===== src/rtl/strap_nmi_pkg.sv =====
package strap_nmi_pkg;

  localparam int unsigned MODE_W = 3;
  localparam logic [1:0]  NMI_PRIO_LEVEL = 2'd3;

  typedef enum logic [1:0] {
    SEQ_HOLD   = 2'd0,
    SEQ_SWITCH = 2'd1,
    SEQ_RUN    = 2'd2
  } seq_state_e;

  typedef struct packed {
    logic sel_c;
    logic sel_b;
    logic sel_a;
  } op_mode_t;

endpackage


===== src/rtl/snm_sync.sv =====
module snm_sync #(
  parameter int unsigned WIDTH  = 1,
  parameter int unsigned STAGES = 2
) (
  input  logic             clk,
  input  logic             arst_n,
  input  logic [WIDTH-1:0] d,
  output logic [WIDTH-1:0] q
);

  logic [STAGES-1:0][WIDTH-1:0] stg_q;
  logic [STAGES-1:0][WIDTH-1:0] stg_d;

  if (STAGES == 1) begin : g_single
    assign stg_d = d;
  end else begin : g_chain
    assign stg_d = {stg_q[STAGES-2:0], d};
  end

  always_ff @(posedge clk or negedge arst_n) begin
    if (!arst_n) begin
      stg_q <= '0;
    end else begin
      stg_q <= stg_d;
    end
  end

  assign q = stg_q[STAGES-1];

endmodule


===== src/rtl/snm_seq.sv =====
module snm_seq
  import strap_nmi_pkg::*;
#(
  parameter int unsigned RESET_PROP_CYCLES = 8,
  parameter int unsigned NMI_SWITCH_DELAY  = 4
) (
  input  logic clk,
  input  logic arst_n,
  output logic core_rel,
  output logic cap_stb,
  output logic nmi_arm
);

  localparam int unsigned MAX_CNT = (RESET_PROP_CYCLES > NMI_SWITCH_DELAY) ?
                                    RESET_PROP_CYCLES : NMI_SWITCH_DELAY;
  localparam int unsigned CNT_W   = $clog2(MAX_CNT + 1);
  localparam logic [CNT_W-1:0] HOLD_LAST = CNT_W'(RESET_PROP_CYCLES - 1);
  localparam logic [CNT_W-1:0] SWCH_LAST = CNT_W'(NMI_SWITCH_DELAY - 1);

  seq_state_e       state_q, state_d;
  logic [CNT_W-1:0] cnt_q, cnt_d;
  logic             cnt_en;
  logic             core_q, core_d;
  logic             arm_q, arm_d;

  always_comb begin
    state_d = state_q;
    cnt_d   = cnt_q + 1'b1;
    core_d  = core_q;
    arm_d   = arm_q;
    cap_stb = 1'b0;
    unique case (state_q)
      SEQ_HOLD: begin
        if (cnt_q == HOLD_LAST) begin
          state_d = SEQ_SWITCH;
          cnt_d   = '0;
          core_d  = 1'b1;
          cap_stb = 1'b1;
        end
      end
      SEQ_SWITCH: begin
        if (cnt_q == SWCH_LAST) begin
          state_d = SEQ_RUN;
          cnt_d   = '0;
          arm_d   = 1'b1;
        end
      end
      default: begin
        cnt_d = cnt_q;
      end
    endcase
  end

  assign cnt_en = (state_q != SEQ_RUN);

  always_ff @(posedge clk or negedge arst_n) begin
    if (!arst_n) begin
      state_q <= SEQ_HOLD;
      cnt_q   <= '0;
      core_q  <= 1'b0;
      arm_q   <= 1'b0;
    end else begin
      state_q <= state_d;
      core_q  <= core_d;
      arm_q   <= arm_d;
      if (cnt_en) begin
        cnt_q <= cnt_d;
      end
    end
  end

  assign core_rel = core_q;
  assign nmi_arm  = arm_q;

endmodule


===== src/rtl/snm_mode_reg.sv =====
module snm_mode_reg
  import strap_nmi_pkg::*;
(
  input  logic     clk,
  input  logic     arst_n,
  input  logic     cap_en,
  input  op_mode_t cap_mode,
  input  logic     cap_pll,
  input  logic     wr_en,
  input  op_mode_t wr_mode,
  output op_mode_t mode_q,
  output logic     pll_q
);

  op_mode_t mode_d;
  logic     mode_en;

  always_comb begin
    mode_en = cap_en | wr_en;
    mode_d  = cap_en ? cap_mode : wr_mode;
  end

  always_ff @(posedge clk or negedge arst_n) begin
    if (!arst_n) begin
      mode_q <= '0;
      pll_q  <= 1'b0;
    end else begin
      if (mode_en) begin
        mode_q <= mode_d;
      end
      if (cap_en) begin
        pll_q <= cap_pll;
      end
    end
  end

endmodule


===== src/rtl/snm_nmi_det.sv =====
module snm_nmi_det (
  input  logic clk,
  input  logic arst_n,
  input  logic armed,
  input  logic pin_s,
  input  logic ack,
  output logic req
);

  logic prev_q;
  logic req_q, req_d;
  logic fall;

  always_comb begin
    fall  = armed & prev_q & ~pin_s;
    req_d = fall | (req_q & ~ack);
  end

  always_ff @(posedge clk or negedge arst_n) begin
    if (!arst_n) begin
      prev_q <= 1'b0;
      req_q  <= 1'b0;
    end else begin
      prev_q <= pin_s;
      req_q  <= req_d;
    end
  end

  assign req = req_q;

endmodule


===== src/rtl/strap_nmi_ctrl.sv =====
module strap_nmi_ctrl
  import strap_nmi_pkg::*;
#(
  parameter int unsigned RESET_PROP_CYCLES = 8,
  parameter int unsigned NMI_SWITCH_DELAY  = 4,
  parameter int unsigned SYNC_STAGES       = 2
) (
  input  logic              clk,
  input  logic              rst_n,
  input  logic              mode_a_pin,
  input  logic              mode_b_pin,
  input  logic              mode_c_nmi_pin,
  input  logic              pll_strap_pin,
  input  logic              sw_mode_we,
  input  logic [MODE_W-1:0] sw_mode_wdata,
  input  logic              nmi_ack,
  output logic              core_rst_n,
  output logic [MODE_W-1:0] op_mode,
  output logic              pll_en,
  output logic              nmi_pin_active,
  output logic              nmi_req,
  output logic [1:0]        nmi_level
);

  localparam int unsigned PIN_W = 4;

  logic             rst_q;
  logic [PIN_W-1:0] pins_raw, pins_s;
  logic             core_rel, cap_stb, nmi_arm;
  op_mode_t         cap_mode, wr_mode, mode_q;
  logic             wr_en;

  // reset release synchronizer: asserts at once, releases on the clock
  snm_sync #(.WIDTH(1), .STAGES(SYNC_STAGES)) u_rst_sync (
    .clk   (clk),
    .arst_n(rst_n),
    .d     (1'b1),
    .q     (rst_q)
  );

  // pin synchronizer shared by the straps and the NMI detector
  assign pins_raw = {pll_strap_pin, mode_c_nmi_pin, mode_b_pin, mode_a_pin};

  snm_sync #(.WIDTH(PIN_W), .STAGES(SYNC_STAGES)) u_pin_sync (
    .clk   (clk),
    .arst_n(rst_n),
    .d     (pins_raw),
    .q     (pins_s)
  );

  snm_seq #(
    .RESET_PROP_CYCLES(RESET_PROP_CYCLES),
    .NMI_SWITCH_DELAY (NMI_SWITCH_DELAY)
  ) u_seq (
    .clk     (clk),
    .arst_n  (rst_q),
    .core_rel(core_rel),
    .cap_stb (cap_stb),
    .nmi_arm (nmi_arm)
  );

  assign cap_mode = '{sel_c: pins_s[2], sel_b: pins_s[1], sel_a: pins_s[0]};
  assign wr_mode  = op_mode_t'(sw_mode_wdata);
  assign wr_en    = sw_mode_we & core_rel;

  snm_mode_reg u_mode (
    .clk     (clk),
    .arst_n  (rst_q),
    .cap_en  (cap_stb),
    .cap_mode(cap_mode),
    .cap_pll (pins_s[3]),
    .wr_en   (wr_en),
    .wr_mode (wr_mode),
    .mode_q  (mode_q),
    .pll_q   (pll_en)
  );

  snm_nmi_det u_nmi (
    .clk   (clk),
    .arst_n(rst_q),
    .armed (nmi_arm),
    .pin_s (pins_s[2]),
    .ack   (nmi_ack),
    .req   (nmi_req)
  );

  assign core_rst_n     = core_rel;
  assign op_mode        = mode_q;
  assign nmi_pin_active = nmi_arm;
  assign nmi_level      = NMI_PRIO_LEVEL;

endmodule


===== config.mk =====
export PLATFORM = sky130hd
export DESIGN_NAME = strap_nmi_ctrl
export DESIGN_NICKNAME = d
export VERILOG_FILES = /design/src/rtl/strap_nmi_pkg.sv /design/src/rtl/snm_sync.sv /design/src/rtl/snm_seq.sv /design/src/rtl/snm_mode_reg.sv /design/src/rtl/snm_nmi_det.sv /design/src/rtl/strap_nmi_ctrl.sv
export SDC_FILE = /design/constraint.sdc
export NUM_CORES = 1
export LEC_CHECK = 0
export BUFFER_PORTS_ARGS = -buffer_cell sky130_fd_sc_hd__buf_2
export CELL_PAD_IN_SITES_DETAIL_PLACEMENT = 1
export CELL_PAD_IN_SITES_GLOBAL_PLACEMENT = 1
export CORE_MARGIN = 10
export CORE_UTILIZATION = 41
export DETAILED_ROUTE_END_ITERATION = 16
export GPL_ROUTABILITY_DRIVEN = 1
export MAX_ROUTING_LAYER = met4
export PLACE_DENSITY = 0.71
export SLEW_MARGIN = 20
export SYNTH_ARGS = -nofsm -noshare
export SYNTH_HDL_FRONTEND = slang
export SYNTH_HIERARCHICAL = 1
export SYNTH_SLANG_ARGS = --single-unit
export TNS_END_PERCENT = 10

===== constraint.sdc =====
create_clock -name clk -period 0.8 [get_ports clk]
set_input_delay 0.12 -clock clk [delete_from_list [all_inputs] [get_ports clk]]
set_output_delay 0.12 -clock clk [all_outputs]
set_load 0.05 [all_outputs]

==> metrics.csv <==
metric;value;unit
register area;601;um2
Design Area, Final;1350;um2
DR vias/cell;4.83;
maximum capacitance violations;0;
area share of the largest cell type after synthesis;68.0;%
grt total ovfl;0;
leakage;0.000637;uW
hold crit path type;reg -> async;
detailed-placement wirelength estimate;1.54;mm
Adder-Cell Fraction of Synth Area;1.42;%
TNS Setup;-7.79;ns
post-synth top area cell;dfrtp_1;
DRT iter0 DRCs;15;
synth warn;6;
dominant cells by area after synthesis;dfrtp_1, mux2i_1, nor3b_2;
clk slew on worst S/H paths;0.13;ns
nets;119;
routability cong.;0.767;
clk sink count;24;
Setup Skew;0.00182;ns
mux cell area share after synthesis;7.65;%
# IOs;20;
effective utilization at floorplan;44.1;%
initial antenna violation count;0;
critical path capture point type;flip-flop;
GR Util All Layers;11.6;%
simple-gate share of the synthesized area;9.63;%
die area;4410;um2
clk buf depth;2;
Final Util;67.6;%
synth-to-layout area growth;53.3;%
Post-DP Area;1090;um2
Worst Path Arrival;1.72;ns
post-synth cell types;24;
worst-skew pair later-pin latency;0.31;ns
TritonCTS Buffers;3;
final slew viol count;0;
Non-Filler Instances;133;
final worst slack;-0.716;ns
Syn Area/Cell;14.0;um2
Seq/Total Area, Yosys;68.0;%
crit-path max FO;2;
area of the multi-input gates;332;um2
Netlist Area Pre-Place;883;um2
commonest non-fill, non-tap cells in the layout;dfrtp_1, buf_4, buf_2, buf_6, dlygate4sd3_1;
Max VDD drop;0.00166;V
failing checks;negative setup slack;
Die H;66.4;um
Final setup viols;19;
Die W;66.4;um
RSZ-0062 raised after global routing;true;
Max Freq;660;MHz
fin crit period;1.52;ns
first-pass GRT wire length;3.76;mm
H-tree depth;1;
Worst EP required;1.01;ns
vias in the first global route;727;
antenna fix cells;0;
largest net degree at the start of global routing;15;
Initial DRT Pass Iterations;4;
Synth Area in Compound Gates;7.51;%
clk root buf;clkbuf_4;
Routed wire per std cell;19.2;um
Mapped Cells;63;
DRT Wirelength;2.55;mm
Synth Register Bits;24;
CTS tree;yes;
crit share post-route;190;%
num rows;16;
DRC;0;
power per cell area;1810;nW/um2
Final Hold Fails;0;
status;finished, violations left;
Worst Path Class, Setup;reg -> reg;
largest family of logic cells by synthesized area;simple AND/OR/NAND/NOR gates;
Core ar.;2000;um2
fillcell total;199;
via count;643;
share of cells above drive strength 1;51.9;%
Worst setup SP type;flip-flop;
post-route antenna net violation count;0;
xor and xnor fraction of the mapped netlist area;1.98;%
most common cell after layout, fill and taps aside;dfrtp_1;
placed insts;118;
PortBufs;17;
-- critical path, stage by stage, from the launching register on --
cell	delay, ns
dfrtp_1	0.43
ha_4	0.16
nor3b_4	0.19
nor3b_4	0.30
mux2_4	0.34
-- sequential cells by signal, summed over array words and instances (netlist names) --
name / cells
u_mode/pll_q: 1
u_pin_sync/q: 4
u_seq/cnt_q: 4
u_rst_sync/stg_d: 1
u_mode/mode_q: 3
u_seq/state_q: 2
u_nmi/prev_q: 1
u_nmi/req: 1
u_seq/nmi_arm: 1
u_rst_sync/q: 1
u_pin_sync/stg_d: 4
u_seq/core_rel: 1
-- cell families after synthesis --
family | count (synthesis)
AOI/OAI and AO/OA | 10
xor gates and xnor gates | 2
adders and majority gates | 1
buffers and inverters | 6
DFF | 24
muxes | 6
other | 1
and+or+nand+nor | 13
-- synthesized netlist by cell type --
master / number
nor3b_2: 2
mux2_2: 2
dfrtp_1: 24
conb_1: 1
mux2i_1: 3
and2_1: 1
ha_1: 1
nand2_1: 5
o21bai_1: 1
o31ai_1: 1
inv_1: 4
xor2_1: 2
nand3_1: 1
mux2_4: 1
o21ai_0: 2
a31o_2: 1
o21ai_1: 3
nand2b_1: 1
and2b_2: 1
or2_1: 1
nand4b_1: 1
o22ai_2: 1
buf_4: 2
a21oi_1: 1
-- final timing paths --
path                       slack, ns                        from  depth (start not counted)                           end
min in group clk                0.12            sw_mode_wdata[0]                          3  u_mode/mode_q[0]$_DFFE_PN0P_
min reg2reg                     0.04      u_rst_sync/q$_DFF_PN0_                          0  u_mode/mode_q[0]$_DFFE_PN0P_
max in group asynchronous       0.39      u_rst_sync/q$_DFF_PN0_                          1    u_seq/cnt_q[0]$_DFFE_PN0P_
max reg2reg                    -0.72  u_seq/cnt_q[1]$_DFFE_PN0P_                          4      u_mode/pll_q$_DFFE_PN0P_
max                            -0.72  u_seq/cnt_q[1]$_DFFE_PN0P_                          4      u_mode/pll_q$_DFFE_PN0P_
min                             0.04      u_rst_sync/q$_DFF_PN0_                          0  u_mode/mode_q[0]$_DFFE_PN0P_
-- per-layer routing --
metal  routed length, um  GRT usage (%)  vias up
li1                    -              -      293
met1                1070           12.9      331
met2                1350           19.7       15
met3                  93           2.88        4
met4                  31           3.93        0
met5                   0              -        -
-- through the flow --
stage                     hold WS (ns)  total power (uW)  setup WS [ns]
final                           0.0429              2450         -0.716
after global routing            0.0623              2550         -0.769
after CTS                       0.0455              2430         -0.660
after detailed placement       -0.0103              1530         -0.663
after global placement         -0.0190              1520         -0.554
after floorplan                 -0.176              1460         -0.734
-- report_power, final --
group          total [uW]  switching (uW)  internal, uW
Combinational         279             172           107
Clock                 871             365           506
Sequential           1300            36.8          1260
Total                2450             573          1880
-- layout make-up --
class | instances | share of cell area, %
Sequential cell | 24 | 44.4
Timing Repair Buffer | 39 | 23.7
Inverter | 4 | 1.11
Multi-Input combinational cell | 35 | 24.5
Clock buffer | 3 | 1.66
Tap cell | 27 | 2.50
Clock inverter | 1 | 2.22
-- timing repair --
action | in CTS | in global routing
hold buffers | 6 | 0
hold endpoints to repair | 15 | 0
resized for setup | 21 | 12
buffers inserted | 2 | 3
pin swaps | 1 | 2
endpoints found under the setup margin | 19 | 19
(Power assumes the default switching activity.)
